## config.mk

```make
export PLATFORM = sky130hd
export DESIGN_NAME = haar_quad_fwd
export DESIGN_NICKNAME = d
export VERILOG_FILES = /design/src/rtl/haar_pkg.sv /design/src/rtl/haar_asu.sv /design/src/rtl/haar_ctrl.sv /design/src/rtl/haar_quad_fwd.sv
export SDC_FILE = /design/constraint.sdc
export NUM_CORES = 1
export LEC_CHECK = 0
export BUFFER_PORTS_ARGS = -buffer_cell sky130_fd_sc_hd__clkbuf_2
export CORE_MARGIN = 1.5
export CORE_UTILIZATION = 60
export DETAILED_ROUTE_END_ITERATION = 10
export PLACE_DENSITY = 0.89
export SLEW_MARGIN = 20
export SYNTH_ARGS = -nofsm -noshare
export SYNTH_HDL_FRONTEND = slang
export SYNTH_SLANG_ARGS = --single-unit
```

## constraint.sdc

```tcl
create_clock -name clk -period 7.4 [get_ports clk]
set_input_delay 0.74 -clock clk [delete_from_list [all_inputs] [get_ports clk]]
set_output_delay 0.74 -clock clk [all_outputs]
set_load 0.02 [all_outputs]
```

## src/rtl/haar_pkg.sv

```systemverilog
package haar_pkg;

    localparam int PIX_W  = 8;
    localparam int FRAC_W = 2;
    localparam int COEF_W = PIX_W + FRAC_W + 1;
    localparam int LANES  = 4;

    typedef logic [PIX_W-1:0]         pix_t;
    typedef logic signed [COEF_W-1:0] coef_t;

    typedef enum logic [2:0] {
        ST_IDLE,
        ST_LOAD,
        ST_STEP1,
        ST_STEP2,
        ST_OUT
    } phase_e;

    typedef struct packed {
        coef_t ul;
        coef_t ur;
        coef_t ll;
        coef_t lr;
    } quad_t;

    // Pixel to Q2 fixed point: value times four, sign bit clear.
    function automatic coef_t pix_to_fix(input pix_t p);
        return coef_t'({1'b0, p, {FRAC_W{1'b0}}});
    endfunction

endpackage

```

## src/rtl/haar_asu.sv

```systemverilog
module haar_asu
    import haar_pkg::*;
#(
    parameter int W = COEF_W
) (
    input  logic signed [W-1:0] a,
    input  logic signed [W-1:0] b,
    input  logic                sub,
    output logic signed [W-1:0] y
);

    logic signed [W:0] a_ext;
    logic signed [W:0] b_ext;
    logic signed [W:0] wide;
    logic signed [W:0] halved;

    always_comb begin
        a_ext  = {a[W-1], a};
        b_ext  = {b[W-1], b};
        wide   = sub ? (a_ext - b_ext) : (a_ext + b_ext);
        halved = wide >>> 1;
        y      = W'(halved);
    end

endmodule

```

## src/rtl/haar_ctrl.sv

```systemverilog
module haar_ctrl
    import haar_pkg::*;
#(
    parameter int HALF  = 256,
    parameter int IDX_W = 9
) (
    input  logic             clk,
    input  logic             rst,
    input  logic             in_valid,
    output logic             in_ready,
    output logic             out_valid,
    input  logic             out_ready,
    output logic             step1_en,
    output logic             step2_en,
    output logic [IDX_W-1:0] idx_i,
    output logic [IDX_W-1:0] idx_g,
    output logic             frame_done
);

    localparam logic [IDX_W-1:0] LAST_IDX = IDX_W'(HALF - 1);

    phase_e phase_q, phase_d;
    logic   take_in;
    logic   give_out;
    logic   last_blk;

    always_comb begin
        in_ready  = (phase_q == ST_LOAD);
        out_valid = (phase_q == ST_OUT);
        step1_en  = (phase_q == ST_STEP1);
        step2_en  = (phase_q == ST_STEP2);
        take_in   = in_valid && in_ready;
        give_out  = out_valid && out_ready;
        last_blk  = (idx_i == LAST_IDX) && (idx_g == LAST_IDX);
    end

    always_comb begin
        phase_d = phase_q;
        unique case (phase_q)
            ST_IDLE:  phase_d = ST_LOAD;
            ST_LOAD:  if (take_in) phase_d = ST_STEP1;
            ST_STEP1: phase_d = ST_STEP2;
            ST_STEP2: phase_d = ST_OUT;
            ST_OUT:   if (give_out) phase_d = last_blk ? ST_IDLE : ST_LOAD;
            default:  phase_d = ST_IDLE;
        endcase
    end

    always_ff @(posedge clk) begin
        if (rst) begin
            phase_q    <= ST_IDLE;
            idx_i      <= '0;
            idx_g      <= '0;
            frame_done <= 1'b0;
        end else begin
            phase_q    <= phase_d;
            frame_done <= give_out && last_blk;
            if (give_out) begin
                if (idx_g == LAST_IDX) begin
                    idx_g <= '0;
                    idx_i <= (idx_i == LAST_IDX) ? '0 : idx_i + 1'b1;
                end else begin
                    idx_g <= idx_g + 1'b1;
                end
            end
        end
    end

    AST_HOLD_VALID: assert property (@(posedge clk) disable iff (rst)
        out_valid && !out_ready |=> out_valid);
    AST_DONE_PULSE: assert property (@(posedge clk) disable iff (rst)
        frame_done |=> !frame_done);
    AST_DONE_WRAP: assert property (@(posedge clk) disable iff (rst)
        frame_done |-> (idx_i == '0) && (idx_g == '0));
    AST_IDX_HOLD: assert property (@(posedge clk) disable iff (rst)
        !(out_valid && out_ready) |=> $stable(idx_i) && $stable(idx_g));

endmodule

```

## src/rtl/haar_quad_fwd.sv

```systemverilog
module haar_quad_fwd
    import haar_pkg::*;
#(
    parameter int IMG_N = 512
) (
    input  logic                       clk,
    input  logic                       rst,
    input  logic                       in_valid,
    output logic                       in_ready,
    input  logic [PIX_W-1:0]           px_tl,
    input  logic [PIX_W-1:0]           px_tr,
    input  logic [PIX_W-1:0]           px_bl,
    input  logic [PIX_W-1:0]           px_br,
    output logic                       out_valid,
    input  logic                       out_ready,
    output logic signed [COEF_W-1:0]   q_ul,
    output logic signed [COEF_W-1:0]   q_ur,
    output logic signed [COEF_W-1:0]   q_ll,
    output logic signed [COEF_W-1:0]   q_lr,
    output logic [$clog2(IMG_N)-1:0]   row_top,
    output logic [$clog2(IMG_N)-1:0]   row_bot,
    output logic [$clog2(IMG_N)-1:0]   col_left,
    output logic [$clog2(IMG_N)-1:0]   col_right,
    output logic                       frame_done
);

    localparam int HALF  = IMG_N / 2;
    localparam int IDX_W = $clog2(IMG_N);
    localparam logic [IDX_W-1:0] HALF_OFS = IDX_W'(HALF);

    logic             step1_en;
    logic             step2_en;
    logic [IDX_W-1:0] idx_i;
    logic [IDX_W-1:0] idx_g;

    pix_t  pix_q [LANES];
    coef_t mid_q [LANES];
    coef_t asu_y [LANES];
    quad_t res_q;

    haar_ctrl #(
        .HALF  (HALF),
        .IDX_W (IDX_W)
    ) u_ctrl (
        .clk        (clk),
        .rst        (rst),
        .in_valid   (in_valid),
        .in_ready   (in_ready),
        .out_valid  (out_valid),
        .out_ready  (out_ready),
        .step1_en   (step1_en),
        .step2_en   (step2_en),
        .idx_i      (idx_i),
        .idx_g      (idx_g),
        .frame_done (frame_done)
    );

    // Lane k, step 1: column pass. Lanes 0/1 sum, lanes 2/3 take lower minus upper.
    // Lane k, step 2: row pass on the step-1 terms. Even lanes sum, odd lanes take
    // the even-column term minus the odd-column term.
    for (genvar k = 0; k < LANES; k++) begin : g_lane
        localparam int   A1   = k;
        localparam int   B1   = k ^ 2;
        localparam int   A2   = (k / 2) * 2 + 1;
        localparam int   B2   = (k / 2) * 2;
        localparam logic SUB1 = ((k / 2) == 1);
        localparam logic SUB2 = ((k % 2) == 1);

        coef_t op_a;
        coef_t op_b;
        logic  op_sub;

        always_comb begin
            op_a   = step2_en ? mid_q[A2] : pix_to_fix(pix_q[A1]);
            op_b   = step2_en ? mid_q[B2] : pix_to_fix(pix_q[B1]);
            op_sub = step2_en ? SUB2 : SUB1;
        end

        haar_asu #(
            .W (COEF_W)
        ) u_asu (
            .a   (op_a),
            .b   (op_b),
            .sub (op_sub),
            .y   (asu_y[k])
        );
    end

    always_ff @(posedge clk) begin
        if (rst) begin
            for (int k = 0; k < LANES; k++) begin
                pix_q[k] <= '0;
                mid_q[k] <= '0;
            end
            res_q <= '0;
        end else begin
            if (in_valid && in_ready) begin
                pix_q[0] <= px_tl;
                pix_q[1] <= px_tr;
                pix_q[2] <= px_bl;
                pix_q[3] <= px_br;
            end
            if (step1_en) begin
                for (int k = 0; k < LANES; k++) mid_q[k] <= asu_y[k];
            end
            if (step2_en) begin
                res_q.ul <= asu_y[0];
                res_q.ur <= asu_y[1];
                res_q.ll <= asu_y[2];
                res_q.lr <= asu_y[3];
            end
        end
    end

    always_comb begin
        q_ul      = res_q.ul;
        q_ur      = res_q.ur;
        q_ll      = res_q.ll;
        q_lr      = res_q.lr;
        row_top   = idx_i;
        col_left  = idx_g;
        row_bot   = HALF_OFS + idx_i;
        col_right = HALF_OFS + idx_g;
    end

    AST_HOLD_DATA: assert property (@(posedge clk) disable iff (rst)
        out_valid && !out_ready |=> $stable(res_q));
    AST_LATENCY: assert property (@(posedge clk) disable iff (rst)
        in_valid && in_ready |-> ##3 out_valid);
    AST_UL_NONNEG: assert property (@(posedge clk) disable iff (rst)
        out_valid |-> (q_ul >= 0));
    AST_DETAIL_BOUND: assert property (@(posedge clk) disable iff (rst)
        out_valid |-> (q_ur <= q_ul) && (-q_ur <= q_ul) && (q_ll <= q_ul)
                      && (-q_ll <= q_ul) && (q_lr <= q_ul) && (-q_lr <= q_ul));

endmodule

```

==> run metrics <==
Hold Buf Count CTS=0; diode count=0; Final GP Congestion=0.997; placed insts=1179; Max VDD drop=201 uV; Final Setup Violations=0; vias in the first global route=6940; Synth Cell Area=8290 um2; Layout Skew=0.0106 ns; Synth Flop Type=edfxtp_1; DRC=0; Worst setup SP type=flip-flop; Port Buffers=118; Vias=7404; Area Overhead vs Synth=14.0%; Yosys top cell area share=27.5%; Max Clk Rate=254 MHz; CP arrival=4.10 ns; Internal=1500 uW; drt wl/cell=17.5 um; setup_tns=0 ns; synthesized instance count=937; hold depth=2; CP Max Fanout=63; Sink Count=142; yosys synthesis warning count=0; Rel. slew slack=37.8%; drt initial violations=744; first-pass GRT wire length=33700 um; Worst Reg-to-Reg Cells=11; FF/Latch Area=3600 um2; GR Overflow Total=0; fin nets=1106; Slew @ Worst Pin=0.926 ns; Reg2Reg Capture Point=mid_q[2][6]; via density per instance=6.11; Gate power share=20.7%; post-CTS resize count=0; Cell Area, Placed=8890 um2; Synth area leaders=edfxtp_1 (28%), dfxtp_1 (16%), nand2_1 (7.7%), ha_1 (6.6%), and2_1 (4.7%); sequential group share of total power=41.2%; Non-Filler Instances=1211; Setup CP Type=flip-flop to flip-flop; Pre-antenna DRT Iters=7; area of the multi-input gates=4360 um2; ys async rst share=0%; Worst-path clk slew=0.07 ns; Post-DP HPWL=14800 um; reg2reg start=u_ctrl.phase_q[2]; GRT Overall Usage=30.0%; status=finished, final reports clean; total CTS buffers=17; Hold Vio Cnt, Final=0; syn_area_per_cell=8.85 um2; CTS tree=yes; root buf cell=clkbuf_16; number of I/O pins=119; clk buf depth=2; Final Cycle Share=53.3%; Worst Path Required=7.56 ns; Post-synth EDFFs=76; layout cells sized above 1=16.1%; HP Class=flip-flop to flip-flop; Max-Cap Viols=0; post-synth top area cell=edfxtp_1; Initial Util=62.1%; Die H=121 um; CP Capture Type=flip-flop; R2R setup slack=3.46 ns; largest net degree at the start of global routing=78; Pwr Total=2170 uW; clock power share=38.1%; fillcell total=1024; chip width=121 um; CORE AREA=13300 um2; number of core rows=42; Slew Viols, Final=0; antenna violations before repair=0; die footprint=14500 um2; synth unique cells=62; leak pwr=0.00414 uW; worst hold start=q_ur[5]; Synth Register Bits=142; RSZ-0062 raised after global routing=no; total wire length=21200 um; Synth Net Count=1021; minimum clock period=3.94 ns; switching pwr=671 uW; postcts setup bufs=0; H-tree depth=4; switching share of power=30.9%; sequential area share after synthesis=43.4%; Min-Delay Endpoint=q_ur[5]; post-route cell area=9450 um2; Clk Latency, worst-skew pair=0.44 ns; Power Density=230 nW/um2; Routed Antenna Nets=0
power by group through the flow:
stage | Sequential, uW | Clock [uW] | Combinational (uW)
6_report | 896 | 827 | 449
5_1_grt | 899 | 867 | 489
4_1_cts | 895 | 833 | 439
3_5_place_dp | 911 | 0 | 432
3_3_place_gp | 910 | 0 | 422
2_1_floorplan | 918 | 0 | 312
state kept, by name (all words and copies together), names as in the netlist:
name and count:
u_ctrl.frame_done 1, q_ul 11, q_lr 11, q_ur 11, mid_q 44, pix_q 32
q_ll 11, u_ctrl.idx_g 9, u_ctrl.phase_q 3, u_ctrl.idx_i 9
critical path, cell delays in order (launching register included):
cell,delay [ns]
dfxtp_1,0.42
and3b_2,0.65
buf_4,0.62
nand2_1,0.20
nand2_1,0.12
ha_1,0.28
a21oi_1,0.14
o21ai_0,0.18
a31o_2,0.35
a31oi_1,0.45
xor2_1,0.18
nor2_1,0.06
layer usage:
metal | vias up | share of wire, % | global-route usage [%]
met5 | - | 0 | 0
met4 | 0 | 4.3 | 16.8
met3 | 72 | 8.2 | 6.42
met2 | 386 | 47 | 48.5
met1 | 3467 | 40 | 37.4
li1 | 3479 | - | -
layout by cell type (no fill, tap or decap), types with 5 or more instances in the layout:
cell type / count
nand2_1: 170
clkbuf_2: 118
nor2_1: 83
edfxtp_1: 76
dfxtp_1: 66
and2_1: 62
a21oi_1: 49
ha_1: 44
o21ai_0: 38
nand3_1: 29
nor3_1: 29
xor2_1: 24
xnor2_1: 22
a21o_1: 18
clkbuf_16: 17
a211oi_1: 14
inv_1: 13
o21a_1: 13
nand4_1: 12
and3_1: 11
nand3b_1: 9
or4_1: 8
a31oi_1: 8
buf_4: 8
nor4_1: 6
nand2b_1: 5
o211ai_1: 5
clkinvlp_4: 5
stage by stage:
step / hold slack [ns] / util (%) / worst slack, ns
4_1_cts: 0.460 / 70.8 / 3.53
5_1_grt: 0.474 / 70.8 / 3.13
3_3_place_gp: 0.442 / 66.6 / 3.65
3_5_place_dp: 0.451 / 66.6 / 3.55
6_report: 0.457 / 70.8 / 3.46
2_1_floorplan: 0.535 / - / 3.10
kinds of logic (layout without fill, tap and decap cells):
family                   count (synthesis)  count (layout)  share of synthesized area [%]
AO/OA/AOI/OAI                          178             178                           13.7
XOR/XNOR                                46              46                           4.86
adder cells (fa/ha/maj)                 48              48                           7.60
AND/OR/NAND/NOR                        447             447                           26.0
multiplexers                             2               2                          0.241
flip-flops                             142             142                           43.4
buffers and inverters                   74             172                           4.13
synthesized netlist by cell type (all sizes together) (3+ instances only):
cell type,n
ha,44
nand4,12
a21boi,4
dfxtp,66
a21o,18
a21oi,50
xor2,24
nor2,83
clkbuf,38
o21a,13
or3,5
a211o,4
edfxtp,76
nor4,8
and3,11
a211oi,14
or2,3
fa,4
nand3,29
o211ai,5
nor3b,3
nor3,29
xnor2,22
and4,3
nand3b,9
nand2,170
o31ai,4
o21ai,39
and2,62
buf,22
a31oi,8
or4,8
nand2b,5
inv,13
cell type report:
type / instances / area share (%)
multi-input combinational: 721 / 46.1
tap: 176 / 2.33
clock inverter: 15 / 1.46
sequential: 142 / 38.1
clock buffer: 17 / 4.50
inverter: 14 / 0.556
timing repair buffer: 126 / 6.88
worst max path at each step:
stage	start	to	slack (ns)	cells after the start
3_5_place_dp	u_ctrl.phase_q[2]	mid_q[2][9]	3.55	11
3_3_place_gp	u_ctrl.phase_q[2]	mid_q[2][9]	3.65	11
6_report	u_ctrl.phase_q[2]	mid_q[2][6]	3.46	11
2_1_floorplan	u_ctrl.phase_q[1]	mid_q[0][0]	3.10	2
5_1_grt	u_ctrl.phase_q[2]	mid_q[2][9]	3.13	11
4_1_cts	u_ctrl.phase_q[2]	mid_q[2][9]	3.53	11
No activity file was read; power rests on OpenSTA's default activity.
